$ cat config.mk
export PLATFORM = sky130hd
export DESIGN_NAME = alu8_flags
export DESIGN_NICKNAME = d
export VERILOG_FILES = /design/src/rtl/alu8_pkg.sv /design/src/rtl/alu8_arith.sv /design/src/rtl/alu8_logic.sv /design/src/rtl/alu8_shift.sv /design/src/rtl/alu8_flags.sv
export SDC_FILE = /design/constraint.sdc
export NUM_CORES = 1
export LEC_CHECK = 0
export ABC_AREA = 1
export BUFFER_PORTS_ARGS = -buffer_cell sky130_fd_sc_hd__clkbuf_2
export CORE_ASPECT_RATIO = 1.1
export CORE_MARGIN = 3
export CORE_UTILIZATION = 50
export CTS_CLUSTER_SIZE = 12
export DETAILED_ROUTE_END_ITERATION = 7
export PLACE_DENSITY = 0.71
export SLEW_MARGIN = 20
export SYNTH_ARGS = -nofsm -noshare
export SYNTH_HDL_FRONTEND = slang
export SYNTH_SLANG_ARGS = --single-unit
$ cat constraint.sdc
create_clock -name clk -period 8.2 [get_ports clk]
set_input_delay 0 -clock clk [delete_from_list [all_inputs] [get_ports clk]]
set_output_delay 0 -clock clk [all_outputs]
set_load 0.005 [all_outputs]
$ cat src/rtl/alu8_pkg.sv
package alu8_pkg;

   localparam int NFLAG = 6;
   localparam int FC = 0;
   localparam int FZ = 1;
   localparam int FN = 2;
   localparam int FV = 3;
   localparam int FS = 4;
   localparam int FH = 5;

   localparam logic [4:0] OP_PASS = 5'h00;
   localparam logic [4:0] OP_ADD  = 5'h01;
   localparam logic [4:0] OP_ADDK = 5'h02;
   localparam logic [4:0] OP_ADC  = 5'h03;
   localparam logic [4:0] OP_ADCK = 5'h04;
   localparam logic [4:0] OP_SUB  = 5'h05;
   localparam logic [4:0] OP_SUBK = 5'h06;
   localparam logic [4:0] OP_SBC  = 5'h07;
   localparam logic [4:0] OP_SBCK = 5'h08;
   localparam logic [4:0] OP_INC  = 5'h09;
   localparam logic [4:0] OP_DEC  = 5'h0A;
   localparam logic [4:0] OP_NEG  = 5'h0B;
   localparam logic [4:0] OP_COM  = 5'h0C;
   localparam logic [4:0] OP_AND  = 5'h0D;
   localparam logic [4:0] OP_ANDK = 5'h0E;
   localparam logic [4:0] OP_OR   = 5'h0F;
   localparam logic [4:0] OP_ORK  = 5'h10;
   localparam logic [4:0] OP_XOR  = 5'h11;
   localparam logic [4:0] OP_XORK = 5'h12;
   localparam logic [4:0] OP_LSL  = 5'h13;
   localparam logic [4:0] OP_LSR  = 5'h14;
   localparam logic [4:0] OP_ASR  = 5'h15;
   localparam logic [4:0] OP_ROL  = 5'h16;
   localparam logic [4:0] OP_ROR  = 5'h17;
   localparam logic [4:0] OP_SWAP = 5'h18;

   typedef enum logic [1:0] {
      U_NONE  = 2'd0,
      U_ARITH = 2'd1,
      U_LOGIC = 2'd2,
      U_SHIFT = 2'd3
   } unit_e;

   typedef enum logic [1:0] {
      LG_AND = 2'd0,
      LG_OR  = 2'd1,
      LG_XOR = 2'd2,
      LG_INV = 2'd3
   } logic_sel_e;

   typedef enum logic [2:0] {
      SH_LSL  = 3'd0,
      SH_LSR  = 3'd1,
      SH_ASR  = 3'd2,
      SH_ROL  = 3'd3,
      SH_ROR  = 3'd4,
      SH_SWAP = 3'd5
   } shift_sel_e;

   localparam logic [NFLAG-1:0] M_ALL   = 6'b111111;
   localparam logic [NFLAG-1:0] M_SVNZC = 6'b011111;
   localparam logic [NFLAG-1:0] M_SVNZ  = 6'b011110;
   localparam logic [NFLAG-1:0] M_NONE  = 6'b000000;

   // Which flags an operation is permitted to rewrite.
   function automatic logic [NFLAG-1:0] flag_mask(input logic [4:0] op);
      case (op)
         OP_ADD, OP_ADDK, OP_ADC, OP_ADCK,
         OP_SUB, OP_SUBK, OP_SBC, OP_SBCK,
         OP_NEG, OP_LSL, OP_ROL:            flag_mask = M_ALL;
         OP_COM, OP_LSR, OP_ASR, OP_ROR:    flag_mask = M_SVNZC;
         OP_INC, OP_DEC,
         OP_AND, OP_ANDK, OP_OR, OP_ORK,
         OP_XOR, OP_XORK:                   flag_mask = M_SVNZ;
         default:                           flag_mask = M_NONE;
      endcase
   endfunction

   function automatic logic uses_imm(input logic [4:0] op);
      uses_imm = (op == OP_ADDK) || (op == OP_ADCK) || (op == OP_SUBK) ||
                 (op == OP_SBCK) || (op == OP_ANDK) || (op == OP_ORK)  ||
                 (op == OP_XORK);
   endfunction

endpackage

$ cat src/rtl/alu8_arith.sv
module alu8_arith #(
   parameter int DATA_W        = 8,
   parameter bit HALF_CARRY_EN = 1'b1
) (
   input  logic [DATA_W-1:0] a,
   input  logic [DATA_W-1:0] b,
   input  logic              cin,
   input  logic              sub,
   output logic [DATA_W-1:0] sum,
   output logic              c_out,
   output logic              h_out,
   output logic              v_out
);
   localparam int MSB = DATA_W - 1;

   logic [DATA_W:0] full;

   always_comb begin
      if (sub) full = {1'b0, a} - {1'b0, b} - {{DATA_W{1'b0}}, cin};
      else     full = {1'b0, a} + {1'b0, b} + {{DATA_W{1'b0}}, cin};
   end

   assign sum   = full[MSB:0];
   assign c_out = full[DATA_W];

   // Signed overflow: operand signs agree (add) or differ (sub) and the
   // result sign departs from the first operand.
   assign v_out = sub ? ((a[MSB] ^ b[MSB]) & (sum[MSB] ^ a[MSB]))
                      : (~(a[MSB] ^ b[MSB]) & (sum[MSB] ^ a[MSB]));

   generate
      if (HALF_CARRY_EN) begin : g_half
         logic [4:0] nib;
         always_comb begin
            if (sub) nib = {1'b0, a[3:0]} - {1'b0, b[3:0]} - {4'b0, cin};
            else     nib = {1'b0, a[3:0]} + {1'b0, b[3:0]} + {4'b0, cin};
         end
         assign h_out = nib[4];
      end else begin : g_nohalf
         assign h_out = 1'b0;
      end
   endgenerate

endmodule

$ cat src/rtl/alu8_logic.sv
module alu8_logic
   import alu8_pkg::*;
#(
   parameter int DATA_W = 8
) (
   input  logic [DATA_W-1:0] a,
   input  logic [DATA_W-1:0] b,
   input  logic_sel_e        sel,
   output logic [DATA_W-1:0] y
);
   generate
      for (genvar i = 0; i < DATA_W; i++) begin : g_bit
         assign y[i] = (sel == LG_AND) ? (a[i] & b[i]) :
                       (sel == LG_OR)  ? (a[i] | b[i]) :
                       (sel == LG_XOR) ? (a[i] ^ b[i]) :
                                         ~a[i];
      end
   endgenerate
endmodule

$ cat src/rtl/alu8_shift.sv
module alu8_shift
   import alu8_pkg::*;
#(
   parameter int DATA_W = 8
) (
   input  logic [DATA_W-1:0] a,
   input  logic              cin,
   input  shift_sel_e        sel,
   output logic [DATA_W-1:0] y,
   output logic              c_out,
   output logic              h_out
);
   localparam int MSB  = DATA_W - 1;
   localparam int HALF = DATA_W / 2;

   always_comb begin
      y     = a;
      c_out = 1'b0;
      case (sel)
         SH_LSL:  begin y = {a[MSB-1:0], 1'b0};   c_out = a[MSB]; end
         SH_ROL:  begin y = {a[MSB-1:0], cin};    c_out = a[MSB]; end
         SH_LSR:  begin y = {1'b0, a[MSB:1]};     c_out = a[0];   end
         SH_ASR:  begin y = {a[MSB], a[MSB:1]};   c_out = a[0];   end
         SH_ROR:  begin y = {cin, a[MSB:1]};      c_out = a[0];   end
         SH_SWAP: begin y = {a[HALF-1:0], a[MSB:HALF]}; end
         default: begin y = a; end
      endcase
   end

   // Left shifts double the operand, so bit 3 is the carry out of the low nibble.
   assign h_out = a[3];

endmodule

$ cat src/rtl/alu8_flags.sv
module alu8_flags
   import alu8_pkg::*;
#(
   parameter int DATA_W        = 8,
   parameter bit HALF_CARRY_EN = 1'b1
) (
   input  logic              clk,
   input  logic              rst_n,
   input  logic              exec_en,
   input  logic [4:0]        op_code,
   input  logic [DATA_W-1:0] src_a,
   input  logic [DATA_W-1:0] src_b,
   input  logic [DATA_W-1:0] imm_k,
   output logic [DATA_W-1:0] result,
   output logic [NFLAG-1:0]  flags
);
   localparam int MSB = DATA_W - 1;
   localparam logic [NFLAG-1:0] H_KEEP = HALF_CARRY_EN ? M_ALL : ~(M_ALL & 6'b100000);

   generate
      if (DATA_W < 4 || (DATA_W % 2) != 0) begin : g_bad_width
         $error("alu8_flags: DATA_W must be even and at least 4");
      end
   endgenerate

   logic [NFLAG-1:0]  flags_q;
   logic [DATA_W-1:0] opnd_b;
   unit_e             unit;

   logic [DATA_W-1:0] ar_a, ar_b, ar_sum;
   logic              ar_cin, ar_sub, ar_c, ar_h, ar_v;
   logic_sel_e        lg_sel;
   logic [DATA_W-1:0] lg_y;
   shift_sel_e        sh_sel;
   logic [DATA_W-1:0] sh_y;
   logic              sh_c, sh_h;

   logic [NFLAG-1:0]  nf;
   logic [NFLAG-1:0]  wmask;
   logic              f_n, f_z, f_v, f_c, f_h;

   assign opnd_b = uses_imm(op_code) ? imm_k : src_b;

   // Operand routing and unit selection
   always_comb begin
      unit   = U_NONE;
      ar_a   = src_a;
      ar_b   = opnd_b;
      ar_cin = 1'b0;
      ar_sub = 1'b0;
      lg_sel = LG_AND;
      sh_sel = SH_LSL;
      case (op_code)
         OP_ADD, OP_ADDK: unit = U_ARITH;
         OP_ADC, OP_ADCK: begin unit = U_ARITH; ar_cin = flags_q[FC]; end
         OP_SUB, OP_SUBK: begin unit = U_ARITH; ar_sub = 1'b1; end
         OP_SBC, OP_SBCK: begin unit = U_ARITH; ar_sub = 1'b1; ar_cin = flags_q[FC]; end
         OP_INC: begin unit = U_ARITH; ar_b = {{(DATA_W-1){1'b0}}, 1'b1}; end
         OP_DEC: begin unit = U_ARITH; ar_b = {{(DATA_W-1){1'b0}}, 1'b1}; ar_sub = 1'b1; end
         OP_NEG: begin unit = U_ARITH; ar_a = '0; ar_b = src_a; ar_sub = 1'b1; end
         OP_COM:          begin unit = U_LOGIC; lg_sel = LG_INV; end
         OP_AND, OP_ANDK: begin unit = U_LOGIC; lg_sel = LG_AND; end
         OP_OR,  OP_ORK:  begin unit = U_LOGIC; lg_sel = LG_OR;  end
         OP_XOR, OP_XORK: begin unit = U_LOGIC; lg_sel = LG_XOR; end
         OP_LSL:  begin unit = U_SHIFT; sh_sel = SH_LSL;  end
         OP_LSR:  begin unit = U_SHIFT; sh_sel = SH_LSR;  end
         OP_ASR:  begin unit = U_SHIFT; sh_sel = SH_ASR;  end
         OP_ROL:  begin unit = U_SHIFT; sh_sel = SH_ROL;  end
         OP_ROR:  begin unit = U_SHIFT; sh_sel = SH_ROR;  end
         OP_SWAP: begin unit = U_SHIFT; sh_sel = SH_SWAP; end
         default: unit = U_NONE;
      endcase
   end

   alu8_arith #(.DATA_W(DATA_W), .HALF_CARRY_EN(HALF_CARRY_EN)) u_arith (
      .a(ar_a), .b(ar_b), .cin(ar_cin), .sub(ar_sub),
      .sum(ar_sum), .c_out(ar_c), .h_out(ar_h), .v_out(ar_v)
   );

   alu8_logic #(.DATA_W(DATA_W)) u_logic (
      .a(src_a), .b(opnd_b), .sel(lg_sel), .y(lg_y)
   );

   alu8_shift #(.DATA_W(DATA_W)) u_shift (
      .a(src_a), .cin(flags_q[FC]), .sel(sh_sel),
      .y(sh_y), .c_out(sh_c), .h_out(sh_h)
   );

   // Result selection
   always_comb begin
      case (unit)
         U_ARITH: result = ar_sum;
         U_LOGIC: result = lg_y;
         U_SHIFT: result = sh_y;
         default: result = (op_code == OP_PASS) ? src_b : '0;
      endcase
   end

   // Candidate flags
   always_comb begin
      f_n = result[MSB];
      f_z = (result == '0);
      f_v = 1'b0;
      f_c = flags_q[FC];
      f_h = flags_q[FH];
      case (unit)
         U_ARITH: begin f_v = ar_v; f_c = ar_c; f_h = ar_h; end
         U_LOGIC: begin f_v = 1'b0; f_c = 1'b1; end
         U_SHIFT: begin f_v = f_n ^ sh_c; f_c = sh_c; f_h = HALF_CARRY_EN ? sh_h : 1'b0; end
         default: ;
      endcase
      nf        = '0;
      nf[FC]    = f_c;
      nf[FZ]    = f_z;
      nf[FN]    = f_n;
      nf[FV]    = f_v;
      nf[FS]    = f_n ^ f_v;
      nf[FH]    = f_h;
   end

   assign wmask = flag_mask(op_code) & H_KEEP;

   always_ff @(posedge clk or negedge rst_n) begin
      if (!rst_n)       flags_q <= '0;
      else if (exec_en) flags_q <= (flags_q & ~wmask) | (nf & wmask);
   end

   assign flags = flags_q;

   // ---------------- assertions ----------------
   p_idle_hold_r2: assert property (@(posedge clk) disable iff (!rst_n)
      !exec_en |=> $stable(flags));

   p_sign_rule_r12: assert property (@(posedge clk) disable iff (!rst_n)
      flags[FS] == (flags[FN] ^ flags[FV]));

   p_zero_flag_r12: assert property (@(posedge clk) disable iff (!rst_n)
      (exec_en && op_code == OP_ADD) |=> flags[FZ] == ($past(result) == '0));

   p_incdec_keep_c_r5: assert property (@(posedge clk) disable iff (!rst_n)
      (exec_en && (op_code == OP_INC || op_code == OP_DEC))
      |=> (flags[FC] == $past(flags[FC])) && (flags[FH] == $past(flags[FH])));

   p_com_sets_c_r7: assert property (@(posedge clk) disable iff (!rst_n)
      (exec_en && op_code == OP_COM) |=> flags[FC] && !flags[FV]);

   p_logic_clear_v_r8: assert property (@(posedge clk) disable iff (!rst_n)
      (exec_en && op_code >= OP_AND && op_code <= OP_XORK)
      |=> !flags[FV] && $stable(flags[FC]));

   p_quiet_ops_r11: assert property (@(posedge clk) disable iff (!rst_n)
      (exec_en && (op_code == OP_PASS || op_code == OP_SWAP || op_code > OP_SWAP))
      |=> $stable(flags));

   p_rshift_carry_r10: assert property (@(posedge clk) disable iff (!rst_n)
      (exec_en && (op_code == OP_LSR || op_code == OP_ASR || op_code == OP_ROR))
      |=> flags[FC] == $past(src_a[0]));

endmodule

# After elaboration in Yosys (flattened, before gate mapping)
# Memories as Yosys holds them, arrays and structs flattened.
# Cells that the tools add are included.
[word_totals] ff_bits=6 romBits=192 input_bits=32 wordCells=149 n_memories=1
[mem_list] memory="(no name shown)" words=32 word_bits=6 rd=1 rd_ports_with_merged_regs=0 wr=0 line="alu8_pkg.sv:67" source="case (op)"
[op_classes] add_sub_neg=8 eq_ne=34 muxes=42 n_bitwise=43 n_reduce_logical=20
[op_table] cell="8-bit case mux with 6 select lines" n=1
[op_table] cell="5-bit == test (second input constant)" n=9
[op_table] cell="5-bit by 4-bit == test with 1-bit output (second input constant)" n=8
[op_table] cell="1-bit 2-to-1 mux" n=27
[op_table] cell="8-bit 2-to-1 mux" n=3
[op_table] cell="8-bit case mux with 3 select lines" n=1
[op_table] cell="5-bit by 3-bit == test with 1-bit output (second input constant)" n=4
[op_table] cell="8-bit case mux with 2 select lines" n=1
[op_table] cell="3-bit case mux with 5 select lines" n=1
[op_table] cell="6-bit AND" n=2
[op_table] cell="2-bit case mux with 3 select lines" n=2
[op_table] cell="6-bit OR reduction" n=2
[op_table] cell="1-bit XOR" n=12
[op_table] cell="11-bit OR reduction" n=1
[op_table] cell="1-bit AND" n=10
[op_table] cell="5-bit by 2-bit == test with 1-bit output (second input constant)" n=2
[op_table] cell="8-bit by 8-bit adder with 9-bit output" n=1
[op_table] cell="9-bit by 1-bit adder with 9-bit output" n=1
[op_table] cell="9-bit 2-to-1 mux" n=1
[op_table] cell="1-bit NOT" n=9
[op_table] cell="8-bit by 8-bit subtractor with 9-bit output" n=1
[op_table] cell="9-bit by 1-bit subtractor with 9-bit output" n=1
[op_table] cell="8-bit logical NOT" n=1
[op_table] cell="1-bit OR" n=8
[op_table] cell="other kinds (23)" n=38

# Logic depth before layout (Yosys ltp)
[depth] ltp_word=19 ltp_mapped=30 depth_no_buf=29

# Cells and area by module
# From an unflattened synthesis, not the netlist that was laid out.
[hier_totals] cells_unflattened=592 hier_area_um2=3291.9
[modules_own_cells] module="alu8_flags" instances=1 cells_each=250 area_per_inst_um2=1343.8 seq_area_each_um2=150.1
[modules_own_cells] module="alu8_arith" instances=1 cells_each=160 area_per_inst_um2=1006.0 seq_area_each_um2=0.0
[modules_own_cells] module="alu8_logic" instances=1 cells_each=94 area_per_inst_um2=533.0 seq_area_each_um2=0.0
[modules_own_cells] module="alu8_shift" instances=1 cells_each=88 area_per_inst_um2=409.1 seq_area_each_um2=0.0

# Worst setup path before layout
# Ideal clock, no wire load.
[synth_path] path_type="input-to-reg" from="input port op_code[0]" to="register (tool-made name)" arrival_ns=3.173 slack_ns=4.962 path_stages=28 n_path_buf=1 path_cell_list="inv_1 -> ha_1 -> nand2_1 -> inv_2 -> nand2_1 -> o21ai_1 -> nor2_1 -> nand2_1 -> buf_2 -> nand2_1 -> o21ai_0 -> o21ai_0 -> inv_1 -> fa_1 -> fa_1 -> nand3_1 -> nand2_1 -> xor2_1 -> nand2_1 -> nand2_1 -> nor2_1 -> nor2_1 -> nand2_1 -> nor2_1 -> nand2_1 -> nor2_1 -> nand3_1 -> nand2_1"
[synth_rtl] element="start, declared" line="alu8_flags.sv:10" source="input logic [4:0] op_code,"

==> results.py <==
metrics = {
    "run_status": {
        "status": "completed",
    },
    "finish": {
        "fillers": 652,
        "drive_gt1_share_pct": 16.1,
        "diodes": 0,
        "fin_nets": 698,
        "area_growth_pct": 7.65,
        "stdcell_area_um2": 3540,
    },
    "critical_path": {
        "cp.buffers_inverters": 4,
        "slowest_delay_ns": 0.47,
        "arrival_ns": 4.02,
        "crit_fanout": 16,
        "critPathKind": "in2reg",
        "slowest_stage": "fa_1",
        "cp_top_family": "simple AND/OR/NAND/NOR gates",
        "crit_path_start_kind": "input pin",
        "cp_common_cell": "nand2_1",
        "cp-end-kind": "register",
        "cp.required_ns": 8.36,
    },
    "timing": {
        "fin_tns_setup_ns": 0,
        "hold_viol": 0,
        "worst_slew_pin_slew_ns": 0.723,
        "rsz0062_at_grt": "false",
        "post-route-min-period_ns": 3.86,
        "maxSlewViolCount": 0,
        "fmax_ghz": 0.259,
        "whs_ns": 0.137,
        "slew_headroom_pct": 51.6,
        "fin_crit_sh_pct": 47.1,
        "setup_violations": 0,
        "skew_ns": 0.00147,
    },
    "synth": {
        "synth_edf_count": 0,
        "netlist_area_um2": 3290,
        "syn_area_per_cell_um2": 5.60,
        "yosysUniqueCellTypes": 40,
        "ys_warn_count": 0,
        "syn_inst": 587,
        "synth.most_common_cell": "nand2_1",
        "synth-main-ff-cell": "dfrtp_1",
        "ys_seq_elements": 6,
        "synth.area.top_cells": "nand2_1 17%, ha_1 15%, inv_1 9.2%",
        "ys_seq_area_share_pct": 4.57,
        "async_flop_share_pct": 100,
        "yosysTopAreaCell": "nand2_1",
        "synth_nets": 662,
        "ys_top_cells_by_count": "152 x nand2_1, 81 x inv_1, 79 x nor2_1",
        "synth_top_cell_area_share_pct": 17.4,
    },
    "cts": {
        "clkTransAtPathRegs_ns": 0.04,
        "cts_resized": 0,
        "cts_max_path_buffers": 2,
        "cts.htree.levels": 1,
        "cts_tree": "done",
        "numCtsBuffers": 3,
        "root_buffer": "clkbuf_8",
        "clkLatencyLatePin_ns": 0.22,
        "cts_sinks": 6,
    },
    "run": {
        "cap_violations": 0,
    },
    "placement": {
        "dpl_cell_area_um2": 3490,
        "gp_congestion": 1.01,
        "numPortBuffers": 45,
        "dp_hpwl_um": 8590,
    },
    "die": {
        "die_width_um": 83.3,
        "core_um2": 6270,
        "num_rows": 30,
        "start_util_pct": 52.5,
        "die_area_um2": 7590,
        "num_io_pins": 46,
        "die_h_um": 91.1,
    },
    "detailed_routing": {
        "viasPerCell": 5.61,
        "wl_um": 10400,
        "drt-initial-drc-count": 363,
        "wl_per_cell_um": 14.8,
        "drt_pass1_iterations": 5,
        "drc": 0,
        "dr_total_vias": 3933,
        "postRouteAntennaNets": 0,
    },
    "global_route": {
        "antenna_found_initial": 0,
        "grt_pass1_vias": 3674,
        "grt_pass1_wl_um": 17100,
        "grt_usage_pct": 27.0,
        "overflow": 0,
        "grt_max_degree": 18,
    },
    "power": {
        "ir_drop_mv": 0.0860,
        "powerDensity_nw_per_um2": 111,
        "p_leak_nw": 2.12,
    },
    "hold_path": {
        "hold_path.class": "in2async",
    },
}
## layout make-up
type | count | area (um2) | area share [%]
Tap cell | 80 | 100 | 2.83
Clock buffer | 3 | 41.3 | 1.17
Multi-Input combinational cell | 471 | 2650 | 74.9
Inverter | 95 | 362 | 10.2
Sequential cell | 6 | 150 | 4.24
Timing Repair Buffer | 46 | 235 | 6.65
## per-stage QoR
stage	std cells	total power [mW]	setup WS, ns	util, %
5_1_grt	701	0.437	3.87	56.5
3_5_place_dp	697	0.343	4.19	55.6
6_report	701	0.392	4.34	56.5
3_3_place_gp	697	0.339	4.26	55.6
2_1_floorplan	587	0.269	4.96	-
4_1_cts	701	0.389	4.40	56.5
## power breakdown
part / switching, mW / internal, mW / leakage (nW)
clock: 0.0123 / 0.0315 / 0.0216
combinational: 0.194 / 0.112 / 2.02
sequential: 0.00478 / 0.0377 / 0.0763
total: 0.211 / 0.181 / 2.12
## worst register-to-register path: cells and delay by family (launching register included)
family	cells	cell delay [ns]
AO/OA/AOI/OAI	1	0.28
AND/OR/NAND/NOR	12	1.11
flip-flops	1	0.36
buffers and inverters	2	0.17
XOR/XNOR	1	0.16
adder cells (fa/ha/maj)	2	0.71
## final timing paths
path,start,to,slack [ns],cells after the start
hold reg to reg,register,register,0.48,2
max in group asynchronous,rst_n,async pin,7.91,2
setup reg to reg,register,register,5.35,18
setup / recovery,op_code[0],register,4.34,27
min in group clk,exec_en,register,0.18,3
hold / removal,rst_n,async pin,0.14,2
## per-layer routing
layer,track usage (%),routed length [um]
met4,10.5,362
met3,2.81,616
met2,48.1,5080
met5,0,0
met1,33.0,4340
## layout by cell type (no fill, tap or decap), types with 7 or more instances in the layout
cell	n
nand2_2	7
nor2_1	79
inv_1	81
nand3_1	49
nand4_1	13
a21oi_1	33
nand2_1	152
o21ai_0	20
nand3b_1	7
clkbuf_2	45
nor2_2	9
ha_1	39
o22ai_1	7
nand3_2	12
inv_2	11
## cells by family (layout without fill, tap and decap cells)
group | after synthesis | in the layout | synth area share [%]
AND/OR/NAND/NOR | 343 | 343 | 48.2
buffers and inverters | 110 | 144 | 14.8
AO/OA/AOI/OAI | 78 | 78 | 13.3
adder cells (fa/ha/maj) | 43 | 43 | 17.3
XOR/XNOR | 7 | 7 | 1.86
flip-flops | 6 | 6 | 4.57
## timing repair
action                                 in CTS  in global routing
endpoints found under the hold margin       6                  0
hold buffers                                1                  0
buffers inserted                            0                  0
No activity file was read; power rests on OpenSTA's default activity.
